## config.mk

```make
export PLATFORM = sky130hd
export DESIGN_NAME = pc_next_unit
export DESIGN_NICKNAME = d
export VERILOG_FILES = /design/src/rtl/pcnu_pkg.sv /design/src/rtl/pcnu_decode.sv /design/src/rtl/pcnu_target.sv /design/src/rtl/pcnu_link.sv /design/src/rtl/pc_next_unit.sv
export SDC_FILE = /design/constraint.sdc
export NUM_CORES = 1
export LEC_CHECK = 0
export ABC_AREA = 1
export BUFFER_PORTS_ARGS = -buffer_cell sky130_fd_sc_hd__buf_2
export CORE_MARGIN = 4
export CORE_UTILIZATION = 30
export CTS_CLUSTER_DIAMETER = 50
export DETAILED_ROUTE_END_ITERATION = 8
export PLACE_DENSITY_LB_ADDON = 0.3
export SLEW_MARGIN = 5
export SYNTH_ARGS = -nofsm -noshare
export SYNTH_HDL_FRONTEND = slang
export SYNTH_SLANG_ARGS = --single-unit
```

## constraint.sdc

```tcl
create_clock -name clk -period 2.62 [get_ports clk]
set_input_delay 0.131 -clock clk [delete_from_list [all_inputs] [get_ports clk]]
set_output_delay 0.131 -clock clk [all_outputs]
set_load 0.02 [all_outputs]
```

## src/rtl/pcnu_pkg.sv

```systemverilog
package pcnu_pkg;

    localparam int XLEN   = 32;
    localparam int REGW   = 5;
    localparam int OPW    = 6;
    localparam int IMMW   = 16;
    localparam int TGTW   = 26;
    localparam int REGIONW = XLEN - TGTW - 2;

    localparam logic [OPW-1:0] OP_SPECIAL = 6'h00;
    localparam logic [OPW-1:0] OP_JUMP    = 6'h02;
    localparam logic [OPW-1:0] OP_CALL    = 6'h03;
    localparam logic [OPW-1:0] OP_BR_EQ   = 6'h04;
    localparam logic [OPW-1:0] OP_BR_NE   = 6'h05;
    localparam logic [OPW-1:0] FN_REGJMP  = 6'h08;
    localparam logic [OPW-1:0] FN_REGCALL = 6'h09;

    localparam logic [XLEN-1:0] WORD_STEP = 32'd4;

    typedef enum logic [2:0] {
        XF_SEQ,
        XF_BR_EQ,
        XF_BR_NE,
        XF_JUMP,
        XF_CALL,
        XF_REGJMP,
        XF_REGCALL
    } xfer_e;

    typedef struct packed {
        xfer_e             kind;
        logic [REGW-1:0]   rd;
        logic [IMMW-1:0]   imm;
        logic [TGTW-1:0]   tgt;
    } dec_t;

    function automatic logic [XLEN-1:0] word_disp(input logic [IMMW-1:0] imm);
        return {{(XLEN-IMMW-2){imm[IMMW-1]}}, imm, 2'b00};
    endfunction

    function automatic logic [XLEN-1:0] region_target(input logic [XLEN-1:0] cur,
                                                      input logic [TGTW-1:0] tgt);
        return {cur[XLEN-1 -: REGIONW], tgt, 2'b00};
    endfunction

endpackage

```

## src/rtl/pcnu_decode.sv

```systemverilog
module pcnu_decode
    import pcnu_pkg::*;
(
    input  logic [XLEN-1:0] instr,
    output dec_t            dec
);
    logic [OPW-1:0] op;
    logic [OPW-1:0] fn;

    always_comb begin
        op       = instr[XLEN-1 -: OPW];
        fn       = instr[OPW-1:0];
        dec.rd   = instr[15:11];
        dec.imm  = instr[IMMW-1:0];
        dec.tgt  = instr[TGTW-1:0];
        dec.kind = XF_SEQ;
        case (op)
            OP_BR_EQ:   dec.kind = XF_BR_EQ;
            OP_BR_NE:   dec.kind = XF_BR_NE;
            OP_JUMP:    dec.kind = XF_JUMP;
            OP_CALL:    dec.kind = XF_CALL;
            OP_SPECIAL: begin
                if (fn == FN_REGJMP)       dec.kind = XF_REGJMP;
                else if (fn == FN_REGCALL) dec.kind = XF_REGCALL;
            end
            default:    dec.kind = XF_SEQ;
        endcase
    end
endmodule

```

## src/rtl/pcnu_target.sv

```systemverilog
module pcnu_target
    import pcnu_pkg::*;
(
    input  logic [XLEN-1:0] cur_pc,
    input  xfer_e           kind,
    input  logic [IMMW-1:0] imm,
    input  logic [TGTW-1:0] tgt,
    input  logic [XLEN-1:0] rs_val,
    input  logic [XLEN-1:0] rt_val,
    output logic [XLEN-1:0] next_pc,
    output logic [XLEN-1:0] seq_pc,
    output logic            misaligned
);
    logic            same;
    logic [XLEN-1:0] br_pc;

    always_comb begin
        seq_pc     = cur_pc + WORD_STEP;
        br_pc      = seq_pc + word_disp(imm);
        same       = (rs_val == rt_val);
        misaligned = 1'b0;
        case (kind)
            XF_BR_EQ:   next_pc = same  ? br_pc : seq_pc;
            XF_BR_NE:   next_pc = !same ? br_pc : seq_pc;
            XF_JUMP,
            XF_CALL:    next_pc = region_target(cur_pc, tgt);
            XF_REGJMP,
            XF_REGCALL: begin
                next_pc    = rs_val;
                misaligned = |rs_val[1:0];
            end
            default:    next_pc = seq_pc;
        endcase
    end
endmodule

```

## src/rtl/pcnu_link.sv

```systemverilog
module pcnu_link
    import pcnu_pkg::*;
#(
    parameter logic [REGW-1:0] LINK_REG = 5'd31
) (
    input  xfer_e           kind,
    input  logic [REGW-1:0] rd,
    input  logic            stall,
    input  logic [XLEN-1:0] seq_pc,
    output logic            link_we,
    output logic [REGW-1:0] link_idx,
    output logic [XLEN-1:0] link_addr
);
    always_comb begin
        link_addr = seq_pc;
        link_we   = !stall && (kind == XF_CALL || kind == XF_REGCALL);
        link_idx  = (kind == XF_REGCALL) ? rd : LINK_REG;
    end
endmodule

```

## src/rtl/pc_next_unit.sv

```systemverilog
module pc_next_unit
    import pcnu_pkg::*;
#(
    parameter logic [XLEN-1:0] RESET_PC = '0,
    parameter logic [REGW-1:0] LINK_REG = 5'd31
) (
    input  logic            clk,
    input  logic            rst,
    input  logic            stall,
    input  logic [XLEN-1:0] instr,
    input  logic [XLEN-1:0] rs_val,
    input  logic [XLEN-1:0] rt_val,
    output logic [XLEN-1:0] pc,
    output logic            link_we,
    output logic [REGW-1:0] link_idx,
    output logic [XLEN-1:0] link_addr,
    output logic            align_err
);
    dec_t            dec;
    logic [XLEN-1:0] next_pc;
    logic [XLEN-1:0] seq_pc;
    logic            misaligned;

    pcnu_decode u_dec (
        .instr (instr),
        .dec   (dec)
    );

    pcnu_target u_tgt (
        .cur_pc     (pc),
        .kind       (dec.kind),
        .imm        (dec.imm),
        .tgt        (dec.tgt),
        .rs_val     (rs_val),
        .rt_val     (rt_val),
        .next_pc    (next_pc),
        .seq_pc     (seq_pc),
        .misaligned (misaligned)
    );

    pcnu_link #(.LINK_REG(LINK_REG)) u_lnk (
        .kind      (dec.kind),
        .rd        (dec.rd),
        .stall     (stall),
        .seq_pc    (seq_pc),
        .link_we   (link_we),
        .link_idx  (link_idx),
        .link_addr (link_addr)
    );

    assign align_err = misaligned && !stall;

    always_ff @(posedge clk) begin
        if (rst)        pc <= RESET_PC;
        else if (!stall) pc <= next_pc;
    end
endmodule

```

==> impl_results.md, run 1 <==
- Slowest cell on the critical path: dfxtp_4
- Initial antenna violation count: 0
- Sequence of cells on the critical path: ha_4 -> nand2_4 -> nor2_4 -> nand2_4 -> nor3_4 -> buf_6 -> nand2_8 -> nor2_4 -> xor2_2 -> inv_2 -> ha_4 -> inv_4 -> o21bai_1 -> nand3_1 -> nand2_1 -> a21oi_2 -> nand3_1 -> nand3_1 -> nand3_1 -> nand3b_1 -> nand2_1 -> inv_1
- CP Class: reg -> reg
- Via count: 7865
- Min Tclk post-route: 2.979 ns
- Power share of the clock group: 0.249
- Maxcap violations: 0
- Pwr Total: 3.050 mW
- Clock root buffer: clkbuf_16
- Largest register FFs: 32
- Post-synth top cells: 299 x nand2_1, 122 x inv_1, 112 x nor2_1
- All-Layer GR Usage: 0.2487
- Most used cell, CP: nand3_1
- Die H: 141.1 um
- RSZ-0062 raised after global routing: yes
- DRT antenna net count: 0
- H-tree levels: 2
- Crit-path max cell delay: 0.37 ns
- Crit path buf inv count: 4
- Ys async rst share: 0
- CTS Sinks: 32
- Syn Inst Count: 953
- Layout area overhead: 84.18%
- DP HPWL: 20740 um
- Power per Cell Area: 311.6 nW/um^2
- Seq pwr share: 0.181
- RD Place Congestion: 0.9578
- Fin nets: 1462
- First-pass DRT Iterations: 5
- Deepest clock path buffer count: 2
- DR iter-0 viols: 522
- Seq/Total Area, Yosys: 0.1206
- Total core area: 17360 sq um
- Pin count of the biggest net entering global routing: 44
- CTS Buf Count: 5
- Biggest regs: pc: 32 flops
- Area of the die: 19910 sq um
- Final TNS setup: -4.132 ns
- Slew at the pin closest to its max-slew limit: 0.6385 ns
- Via density per instance: 5.064
- Top reg by flops: pc
- Hold_ws: 0.1412 ns
- Achievable frequency: 0.3357 GHz
- Synth area leader: nand2_1
- Netlist cell types: 40
- TritonCTS clock tree: built
- Sw power: 1.255 mW
- Top_reg_cell synth: dfxtp_1
- Area contributors post-synth: nand2_1 21%, dfxtp_1 12%, inv_1 8.6%, ha_1 8.2%, nor2_1 7.9%
- Switch share: 0.4115
- Critical Path Fanout Max: 3
- Final Hold Viols: 0
- Setup Viol. Count Final: 21
- Clock slew at reported path FFs: 0.06 ns
- Max Slew Vio Count: 0
- Synthesized flop and latch total: 32
- Clk_skew: 0.006797 ns
- CP delay by family, top: simple AND/OR/NAND/NOR gates
- Crit path required time: 2.81 ns
- First-pass GRT wire length: 39200 um
- Starting Density: 0.3062
- DIE WIDTH: 141.1 um
- Yosys warns: 0
- Period Utilization, post-route: 1.137
- Critical Path End Type: flop
- DR WL/cell: 17.33 um
- Syn_nets: 1088
- Failing checks: setup timing
- Crit start category: flop
- Clk Latency, worst-skew pair: 0.29 ns
- Average cell area after synthesis: 5.576 sq um
- Arrival time worst endpoint: 3.17 ns
- I/O pin count: 170
- Area share of the largest cell type after synthesis: 0.2112
- Count of input and output buffers: 169
- Most common cell in the synthesized netlist: nand2_1
- # diodes: 0
- Int Pwr: 1.795 mW
- Status: complete, but fails checks
- Cts hold-fix bufs: 0
- Comb pwr share: 0.570
- Syn Std Cell Area: 5314 sq um
- Hold path depth: 3
- Leak Pwr: 4.937 nW
- VDD IR max: 0.0002272 V
- Drt drc: 0
- Cells on worst reg2reg path: 22
- Post-route setup slack: -0.3589 ns
- Total gr overflow: 0
- Ratio of cells with drive above 1 in the final layout: 0.5211
- WL final: 26910 um
- Number of global-route vias before repair: 7378
- Post-synth EDFFs: 0
- Max_slew headroom: 0.5738
- Worst path depth: 22
- Worst Hold Class: in -> reg
- Row cnt: 48
## path summary, 6_finish.rpt
path                                         start                  end  slack, ns
worst max-delay path            pc[2]$_SDFFE_PP0N_  pc[31]$_SDFFE_PP0P_      -0.36
worst min-delay path                     rs_val[1]   pc[1]$_SDFFE_PP0P_       0.14
worst max register to register  pc[2]$_SDFFE_PP0N_  pc[31]$_SDFFE_PP0P_      -0.36
worst min register to register  pc[1]$_SDFFE_PP0P_   pc[1]$_SDFFE_PP0P_       0.57
## worst register-to-register path, stage by stage (launching register included)
cell      delay (ns)
dfxtp_4         0.37
ha_4            0.15
nand2_4         0.05
nor2_4          0.11
nand2_4         0.09
nor3_4          0.21
buf_6           0.15
nand2_8         0.06
nor2_4          0.11
xor2_2          0.19
inv_2           0.08
ha_4            0.31
inv_4           0.05
o21bai_1        0.20
nand3_1         0.12
nand2_1         0.13
a21oi_2         0.05
nand3_1         0.11
nand3_1         0.07
nand3_1         0.07
nand3b_1        0.07
nand2_1         0.07
inv_1           0.04
## stage by stage
stage / util / cell area (sq um) / instances / worst slack, ns
floorplan: - / 5612 / 953 / -0.2275
CTS: 0.5133 / 8909 / 1537 / -0.2999
global placement: 0.4601 / 7986 / 1506 / -0.5809
detailed placement: 0.4601 / 7986 / 1506 / -0.5283
global route: 0.5639 / 9787 / 1553 / -0.5250
finish: 0.5639 / 9787 / 1553 / -0.3589
## metal layers
layer,up-vias,routed length [um],track usage
li1,3791,-,-
met1,3642,11170,0.3307
met2,362,12820,0.4269
met3,70,2051,0.02341
met4,0,872,0.07292
met5,-,0,0
## power groups by stage
| stage | Clock, mW | Sequential, mW | Combinational (mW) |
|---|---|---|---|
| global route | 0.769 | 0.556 | 1.86 |
| detailed placement | 0 | 0.559 | 1.33 |
| finish | 0.759 | 0.552 | 1.74 |
| global placement | 0 | 0.559 | 1.32 |
| CTS | 0.757 | 0.550 | 1.49 |
| floorplan | 0 | 0.610 | 0.638 |
## cell usage in the layout (no fill, tap or decap), types with 6 or more instances in the layout
master    Yosys  routed
dfxtp_2       0      10
nand3b_1      6       6
inv_1       122      99
dfxtp_4       0       6
a31oi_1       9       9
dfxtp_1      32      16
a21oi_4       0       6
nor3_4        2      10
nand3_1      54      33
xnor2_1      28      23
nor3_2        4       8
inv_2         6      27
nand2_1     299     242
o21ai_0      57      41
xor2_2        0      11
o21ai_1       1       6
o21ai_2       1      10
xor2_1       30      15
buf_6         2      10
a21oi_2       1      23
nand4_1      13      13
buf_4         2     206
nand3_2       2      20
ha_4          0      28
nor2_2        9      17
ha_1         35       7
nor2_4        3      29
a21oi_1      62      34
buf_2         6     169
nand2_4       0      21
nor2_1      112      78
nand2_2      10      45
## logic make-up after synthesis
family / synth area share
AOI/OAI and AO/OA: 0.1457
xor gates and xnor gates: 0.1017
and+or+nand+nor: 0.4363
buffers and inverters: 0.1095
adders and majority gates: 0.08618
DFF: 0.1206
## timing repair
item,4_1_cts,5_1_grt
resized for setup,136,173
gates cloned,0,0
setup buffers,23,17
setup endpoints to repair,22,24
pin swaps,37,103
## final cells by class
cell class | instances | area [sq um]
Timing Repair Buffer | 386 | 2525
Sequential cell | 32 | 675.6
Multi-Input combinational cell | 774 | 5637
Tap cell | 225 | 281.5
Fill cell | 1581 | 7570
Inverter | 128 | 485.5
Clock inverter | 1 | 30.03
Clock buffer | 7 | 152.6
Power figures use the tool's default switching activity.
==> run 2, diff against run 1 <==
==> constraint.sdc (replaced) <==
create_clock -name clk -period 3.5 [get_ports clk]
set_input_delay 0.175 -clock clk [delete_from_list [all_inputs] [get_ports clk]]
set_output_delay 0.175 -clock clk [all_outputs]
set_load 0.1 [all_outputs]
==> run 2 against run 1 <==
Net effect: the flow now finishes without violations; fmax shrank 8.8%; via count decreased by 16%; die area is the same; global-route usage fell by 2.7 points; non-clock buffer count decreased by 207; sequential share of layout area grew 3.2 points; clock skew rose by 0.0048 ns; core utilization down 16 points; critical path type unchanged; largest cell class unchanged; highest routed layer unchanged.
==> impl_results.md, run 2 (same netlist as run 1, synthesis figures left out) <==
- RD Place Congestion: 1.036 (was 0.9578)
- I/O pin count: 170 (unchanged)
- Sw power: 1.020 mW (was 1.255 mW)
- H-tree levels: 2 (unchanged)
- Critical Path End Type: flop (unchanged)
- First-pass GRT wire length: 34870 um (was 39200 um)
- # diodes: 0 (unchanged)
- Worst Hold Class: in -> reg (unchanged)
- Pin count of the biggest net entering global routing: 44 (unchanged)
- Hold path depth: 3 (unchanged)
- DR WL/cell: 16.61 um (was 17.33 um)
- TritonCTS clock tree: built (unchanged)
- Maxcap violations: 0 (unchanged)
- Deepest clock path buffer count: 2 (unchanged)
- Sequence of cells on the critical path: ha_4 -> nand2_2 -> nor2_4 -> nand2_2 -> nor3_4 -> nand2_2 -> nor2_4 -> xor2_2 -> clkinvlp_4 -> ha_4 -> inv_2 -> o21bai_1 -> nand3_1 -> nand2_1 -> a21oi_1 -> nand2_1 -> a21oi_1 -> nand2_1 -> nand3_1 -> nand3b_1 -> nand2_1 -> inv_1 (was ha_4 -> nand2_4 -> nor2_4 -> nand2_4 -> nor3_4 -> buf_6 -> nand2_8 -> nor2_4 -> xor2_2 -> inv_2 -> ha_4 -> inv_4 -> o21bai_1 -> nand3_1 -> nand2_1 -> a21oi_2 -> nand3_1 -> nand3_1 -> nand3_1 -> nand3b_1 -> nand2_1 -> inv_1)
- Power per Cell Area: 277.7 nW/um^2 (was 311.6 nW/um^2)
- Clock root buffer: clkbuf_16 (unchanged)
- Number of global-route vias before repair: 6419 (was 7378)
- VDD IR max: 0.0001965 V (was 0.0002272 V)
- WL final: 22360 um (was 26910 um)
- Clk Latency, worst-skew pair: 0.29 ns (about the same)
- CP delay by family, top: simple AND/OR/NAND/NOR gates (unchanged)
- Die H: 141.1 um (unchanged)
- Fin nets: 1255 (was 1462)
- Power share of the clock group: 0.222 (was 0.249)
- Slew at the pin closest to its max-slew limit: 0.9795 ns (was 0.6385 ns)
- Final std cells w/o fill: 1346 (was 1553)
- Biggest regs: pc: 32 flops (unchanged)
- Area of the die: 19910 sq um (unchanged)
- R2r startpoint: pc[2]$_SDFFE_PP0N_ (unchanged)
- Status: finished clean (was complete, but fails checks)
- DP HPWL: 18850 um (was 20740 um)
- FF-to-FF End: pc[31]$_SDFFE_PP0P_ (unchanged)
- Ratio of cells with drive above 1 in the final layout: 0.2640 (was 0.5211)
- Count of input and output buffers: 169 (unchanged)
- Crit start category: flop (unchanged)
- Clock slew at reported path FFs: 0.06 ns (about the same)
- DIE WIDTH: 141.1 um (unchanged)
- Int Pwr: 937.3 uW (was 1.795 mW)
- DRT antenna net count: 0 (unchanged)
- Drt drc: 0 (unchanged)
- Largest register FFs: 32 (unchanged)
- Final Hold Viols: 0 (unchanged)
- Cells on worst reg2reg path: 22 (unchanged)
- Via count: 6574 (was 7865)
- Period Utilization, post-route: 0.9333 (was 1.137)
- Hold Crit Endpoint: pc[1]$_SDFFE_PP0P_ (unchanged)
- Crit path buf inv count: 3 (was 4)
- First-pass DRT Iterations: 7 (was 5)
- Arrival time worst endpoint: 3.45 ns (was 3.17 ns)
- Design area: 7046 sq um (was 9787 sq um)
- Max Slew Vio Count: 0 (unchanged)
- CTS Buf Count: 5 (unchanged)
- Achievable frequency: 0.3061 GHz (was 0.3357 GHz)
- CP Class: reg -> reg (unchanged)
- All-Layer GR Usage: 0.2214 (was 0.2487)
- Critical Path Fanout Max: 5 (was 3)
- Slowest cell on the critical path: dfxtp_4 (unchanged)
- Via density per instance: 4.884 (was 5.064)
- Leak Pwr: 3.563 nW (was 4.937 nW)
- Crit-path max cell delay: 0.37 ns (about the same)
- Initial antenna violation count: 0 (unchanged)
- Cts hold-fix bufs: 0 (unchanged)
- Starting Density: 0.3062 (unchanged)
- Seq pwr share: 0.221 (was 0.181)
- Total gr overflow: 0 (unchanged)
- Top reg by flops: pc (unchanged)
- DR iter-0 viols: 392 (was 522)
- Core Util, Final: 0.4059 (was 0.5639)
- Most used cell, CP: nand2_1 (was nand3_1)
- Layout area overhead: 32.59% (was 84.18%)
- Crit path required time: 3.68 ns (was 2.81 ns)
- Clk_skew: 0.01158 ns (was 0.006797 ns)
- Row cnt: 48 (unchanged)
- Placed insts: 1336 (was 1506)
- Comb pwr share: 0.557 (was 0.570)
- Hold wc startpoint: rs_val[1] (unchanged)
- Cell Area, Placed: 6838 sq um (was 7986 sq um)
- Setup Viol. Count Final: 0 (was 21)
- CTS Sinks: 32 (unchanged)
- Most common cell after layout, fill and taps aside: nand2_1 (unchanged)
- Switch share: 0.5210 (was 0.4115)
- Max_slew headroom: 0.3463 (was 0.5738)
- R2R Setup Slk: 0.23 ns (was -0.36 ns)
- Total core area: 17360 sq um (unchanged)
- Filler Cells Inserted: 1889 (was 1581)
- Pwr Total: 1.957 mW (was 3.050 mW)
- Most frequent cells in the layout: 297 x nand2_1, 169 x buf_2, 118 x inv_1 (was 242 x nand2_1, 206 x buf_4, 169 x buf_2)
- Min Tclk post-route: 3.266 ns (was 2.979 ns)
==> run 2: worst max-delay path by stage <==
| stage | startpoint | end | slack, ns | depth (start not counted) |
|---|---|---|---|---|
| 2_1_floorplan | pc[2]$_SDFFE_PP0N_ | pc[30]$_SDFFE_PP0P_ | -0.21 | 19 |
| 3_3_place_gp | pc[2]$_SDFFE_PP0N_ | pc[24]$_SDFFE_PP0N_ | 0.1 | 18 |
| 3_5_place_dp | pc[2]$_SDFFE_PP0N_ | pc[24]$_SDFFE_PP0N_ | 0.14 | 18 |
| 4_1_cts | pc[2]$_SDFFE_PP0N_ | pc[24]$_SDFFE_PP0N_ | 0.10 | 18 |
| 5_1_grt | pc[3]$_SDFFE_PP0N_ | pc[27]$_SDFFE_PP0N_ | -0.03 | 21 |
| 6_report | pc[2]$_SDFFE_PP0N_ | pc[31]$_SDFFE_PP0P_ | 0.23 | 22 |
==> run 2: what timing repair did <==
| action | CTS | global route |
|---|---|---|
| setup buffers | 0 | 2 |
| endpoints found under the setup margin | 0 | 9 |
| gates resized for setup | 0 | 11 |
==> run 2: power groups by stage <==
stage / Clock, mW / Sequential, mW / Combinational, mW
3_3_place_gp: 0 / 0.439 / 1.07
6_report: 0.435 / 0.432 / 1.09
3_5_place_dp: 0 / 0.439 / 1.08
5_1_grt: 0.453 / 0.436 / 1.17
2_1_floorplan: 0 / 0.601 / 0.635
4_1_cts: 0.440 / 0.431 / 1.08
==> run 2: routing by layer <==
layer  track usage  wire [um]
met3       0.03867       1493
met2        0.3594      10110
met5             0          0
met4       0.06476        510
met1        0.3005      10250
==> run 2: worst register-to-register path, stage by stage (launching register included) <==
cell        delay (ns)
dfxtp_4           0.37
ha_4              0.16
nand2_2           0.07
nor2_4            0.12
nand2_2           0.10
nor3_4            0.28
nand2_2           0.18
nor2_4            0.13
xor2_2            0.21
clkinvlp_4        0.17
ha_4              0.28
inv_2             0.07
o21bai_1          0.10
nand3_1           0.08
nand2_1           0.08
a21oi_1           0.19
nand2_1           0.08
a21oi_1           0.13
nand2_1           0.07
nand3_1           0.11
nand3b_1          0.09
nand2_1           0.06
inv_1             0.03
==> run 2: area by class of cell <==
class | count | area, sq um | area share
Clock buffer | 6 | 128.9 | 0.01829
Clock inverter | 2 | 11.26 | 0.001598
Inverter | 128 | 488.0 | 0.06926
Multi-Input combinational cell | 774 | 4506 | 0.6395
Sequential cell | 32 | 709.4 | 0.1007
Tap cell | 225 | 281.5 | 0.03996
Timing Repair Buffer | 179 | 920.9 | 0.1307
==> run 2: through the flow <==
step / hold slack, ns / setup WS [ns] / setup TNS (ns)
finish: 0.1865 / 0.2335 / 0
global placement: 0.4791 / 0.09505 / 0
CTS: 0.1797 / 0.1030 / 0
global route: 0.2125 / -0.02975 / -0.02975
floorplan: 0.3102 / -0.2071 / -0.6128
detailed placement: 0.4891 / 0.1396 / 0
==> run 3, diff against run 2 <==
--- a/config.mk
+++ b/config.mk
@@ -5,7 +5,6 @@
 export SDC_FILE = /design/constraint.sdc
 export NUM_CORES = 1
 export LEC_CHECK = 0
-export ABC_AREA = 1
 export BUFFER_PORTS_ARGS = -buffer_cell sky130_fd_sc_hd__buf_2
 export CORE_MARGIN = 4
 export CORE_UTILIZATION = 30
==> run 3 against run 2 <==
Net effect: the flow now finishes with violations (setup timing); combinational power is 17% higher; core utilization is 11 points higher; critical path type unchanged; first-iteration DRC count is 11% higher; via count is 8.5% lower; highest routed layer unchanged; non-clock buffer count is 136 higher.
==> impl_results.md, run 3 <==
- Synthesized flop and latch total: 32 (unchanged)
- Final Hold Viols: 0 (unchanged)
- Ratio of cells with drive above 1 in the final layout: 0.4873 (was 0.2640)
- Post-synth EDFFs: 0 (unchanged)
- Count of input and output buffers: 169 (unchanged)
- Syn Std Cell Area: 4597 sq um (was 5314 sq um)
- Post-synth top cells: 67 x xnor2_1, 63 x a21oi_1, 42 x nand2_1 (was 299 x nand2_1, 122 x inv_1, 112 x nor2_1)
- Gr busiest metal: met2 (unchanged)
- # diodes: 0 (unchanged)
- Clk Latency, worst-skew pair: 0.29 ns (about the same)
- Post-route setup slack: -0.02459 ns (was 0.2335 ns)
- Worst setup path startpoint: pc[8]$_SDFFE_PP0N_ (was pc[2]$_SDFFE_PP0N_)
- Yosys warns: 0 (unchanged)
- Most frequent cells in the layout: 169 x buf_2, 145 x buf_4, 58 x a21oi_1 (was 297 x nand2_1, 169 x buf_2, 118 x inv_1)
- Area of the die: 17370 sq um (was 19910 sq um)
- Achievable frequency: 0.2837 GHz (was 0.3061 GHz)
- Top_reg_cell synth: dfxtp_1 (unchanged)
- Max_slew headroom: 0.3980 (was 0.3463)
- Synth area leader: dfxtp_1 (was nand2_1)
- Biggest regs: pc: 32 flops (unchanged)
- Min Tclk post-route: 3.525 ns (was 3.266 ns)
- All-Layer GR Usage: 0.2341 (was 0.2214)
- Most common cell in the synthesized netlist: xnor2_1 (was nand2_1)
- Final TNS setup: -0.03818 ns (was 0 ns)
- Total gr overflow: 0 (unchanged)
- DP HPWL: 16980 um (was 18850 um)
- DR iter-0 viols: 434 (was 392)
- Layout area overhead: 65.32% (was 32.59%)
- Die H: 131.8 um (was 141.1 um)
- Deepest clock path buffer count: 2 (unchanged)
- Placed insts: 1067 (was 1336)
- Clk_skew: 0.006601 ns (was 0.01158 ns)
- First-pass DRT Iterations: 5 (was 7)
- Arrival time worst endpoint: 3.66 ns (was 3.45 ns)
- Syn_nets: 749 (was 1088)
- Critical Path Fanout Max: 4 (was 5)
- Syn Inst Count: 614 (was 953)
- Met2 usage: 0.4040 (was 0.3594)
- Average cell area after synthesis: 7.487 sq um (was 5.576 sq um)
- Hold wc startpoint: rs_val[1] (unchanged)
- RSZ-0062 raised after global routing: yes
- First-pass GRT wire length: 33050 um (was 34870 um)
- Maxcap violations: 0 (unchanged)
- Most common cell after layout, fill and taps aside: buf_2 (was nand2_1)
- Critical Path End Type: flop (unchanged)
- I/O pin count: 170 (unchanged)
- TritonCTS clock tree: built (unchanged)
- Area contributors post-synth: dfxtp_1 14%, xnor2_1 13%, ha_1 9.5%, a21oi_1 6.9%, a221oi_1 5.5% (was nand2_1 21%, dfxtp_1 12%, inv_1 8.6%, ha_1 8.2%, nor2_1 7.9%)
- Ys async rst share: 0 (unchanged)
- Area share of the largest cell type after synthesis: 0.1394 (was 0.2112)
- Leak Pwr: 3.555 nW (was 3.563 nW)
- DIE WIDTH: 131.8 um (was 141.1 um)
- Power per Cell Area: 283.8 nW/um^2 (was 277.7 nW/um^2)
- Grt met1 use: 0.2990 (was 0.3005)
- Via count: 6016 (was 6574)
- Initial antenna violation count: 0 (unchanged)
- Number of global-route vias before repair: 6152 (was 6419)
- CTS Sinks: 32 (unchanged)
- CTS Buf Count: 5 (unchanged)
- Slew at the pin closest to its max-slew limit: 0.9030 ns (was 0.9795 ns)
- Crit start category: flop (unchanged)
- Drt drc: 0 (unchanged)
- Status: complete, but fails checks (was finished clean)
- Netlist cell types: 63 (was 40)
- Largest register FFs: 32 (unchanged)
- Total core area: 14750 sq um (was 17360 sq um)
- Via density per instance: 5.504 (was 4.884)
- Max Slew Vio Count: 0 (unchanged)
- Pin count of the biggest net entering global routing: 41 (was 44)
- R2R Setup Slk: -0.02 ns (was 0.23 ns)
- Period Utilization, post-route: 1.007 (was 0.9333)
- Clock root buffer: clkbuf_16 (unchanged)
- Worst Hold Class: in -> reg (unchanged)
- Top reg by flops: pc (unchanged)
- Clock slew at reported path FFs: 0.06 ns (about the same)
- Cells on worst reg2reg path: 15 (was 22)
- Starting Density: 0.3116 (was 0.3062)
- Fin nets: 1043 (was 1255)
- Crit path required time: 3.64 ns (was 3.68 ns)
- Final std cells w/o fill: 1093 (was 1346)
- Row cnt: 44 (was 48)
- DRT antenna net count: 0 (unchanged)
- FF-to-FF End: pc[29]$_SDFFE_PP0P_ (was pc[31]$_SDFFE_PP0P_)
- DR WL/cell: 18.88 um (was 16.61 um)
- H-tree levels: 2 (unchanged)
- Seq/Total Area, Yosys: 0.1394 (was 0.1206)
- Failing checks: setup timing
- Cts hold-fix bufs: 0 (unchanged)
- VDD IR max: 0.0001550 V (was 0.0001965 V)
- Global routing met3 resource utilization: 0.03893 (was 0.03867)
- Setup Viol. Count Final: 2 (was 0)
- RD Place Congestion: 0.9203 (was 1.036)
- WL final: 20630 um (was 22360 um)
- Worst setup path end: pc[29]$_SDFFE_PP0P_ (was pc[31]$_SDFFE_PP0P_)
- CP Class: reg -> reg (unchanged)
- R2r startpoint: pc[8]$_SDFFE_PP0N_ (was pc[2]$_SDFFE_PP0N_)
## run 3: worst min path at each step
stage,to,slack (ns),cells past startpoint
after floorplan,pc[0]$_SDFFE_PP0P_,0.34,2
after global routing,pc[1]$_SDFFE_PP0P_,0.22,3
after global placement,pc[0]$_SDFFE_PP0P_,0.48,3
after detailed placement,pc[1]$_SDFFE_PP0P_,0.49,3
final,pc[1]$_SDFFE_PP0P_,0.20,3
after CTS,pc[1]$_SDFFE_PP0P_,0.19,3
## run 3: power breakdown
group / total [mW] / leakage, nW / internal (mW) / switching [mW]
combinational: 1.28 / 3.21 / 0.471 / 0.814
clock: 0.461 / 0.0655 / 0.263 / 0.198
sequential: 0.411 / 0.277 / 0.385 / 0.0258
total: 2.16 / 3.56 / 1.12 / 1.04
## run 3: through the flow
stage | total power [mW] | setup slack (ns) | utilization | hold WS [ns] | cell area, sq um
2_1_floorplan | 1.253 | -0.7401 | - | 0.3376 | 5225
3_3_place_gp | 1.639 | -0.1712 | 0.4843 | 0.4767 | 7146
3_5_place_dp | 1.645 | -0.2993 | 0.4843 | 0.4860 | 7146
4_1_cts | 2.130 | 0.004884 | 0.5025 | 0.1864 | 7413
5_1_grt | 2.269 | -0.1681 | 0.5151 | 0.2226 | 7600
6_report | 2.157 | -0.02459 | 0.5151 | 0.1962 | 7600
## run 3: layout make-up
class / instances / area [sq um]
fillers: 1446 / 7154
clock buffers: 7 / 132.6
inverters: 27 / 108.9
flip-flops and latches: 32 / 714.4
multi-input cells: 527 / 4464
clock inverters: 1 / 3.754
well taps: 184 / 230.2
repair buffers: 315 / 1946
## run 3: kinds of logic (layout without fill, tap and decap cells)
family,after synthesis,in the layout,synth area share
multiplexers,4,4,0.01007
AND/OR/NAND/NOR,202,202,0.2420
XOR/XNOR,77,77,0.1483
flip-flops,32,32,0.1394
AO/OA/AOI/OAI,208,208,0.3133
buffers and inverters,55,350,0.04736
adder cells (fa/ha/maj),36,36,0.09962
## run 3: timing repair
action / CTS / global route
endpoints found under the hold margin: 0 / 0
endpoints found under the setup margin: 5 / 15
pin swaps: 13 / 13
buffers inserted: 9 / 10
resized for setup: 18 / 25
cloned: 0 / 0
## run 3: critical path, stage by stage, from the launching register on
cell,delay [ns]
dfxtp_4,0.35
nand3_4,0.11
buf_4,0.16
or3_4,0.41
or3_4,0.37
xnor2_4,0.16
ha_4,0.17
a21o_1,0.20
a211oi_2,0.24
o221ai_2,0.15
o31a_1,0.29
buf_4,0.15
a31o_2,0.24
a211oi_2,0.18
o21a_1,0.15
nor3_1,0.04
## run 3: layer usage
metal,vias up,part of all wire
met2,212,0.48
li1,2931,-
met4,0,0.028
met5,-,0
met1,2838,0.44
met3,35,0.057
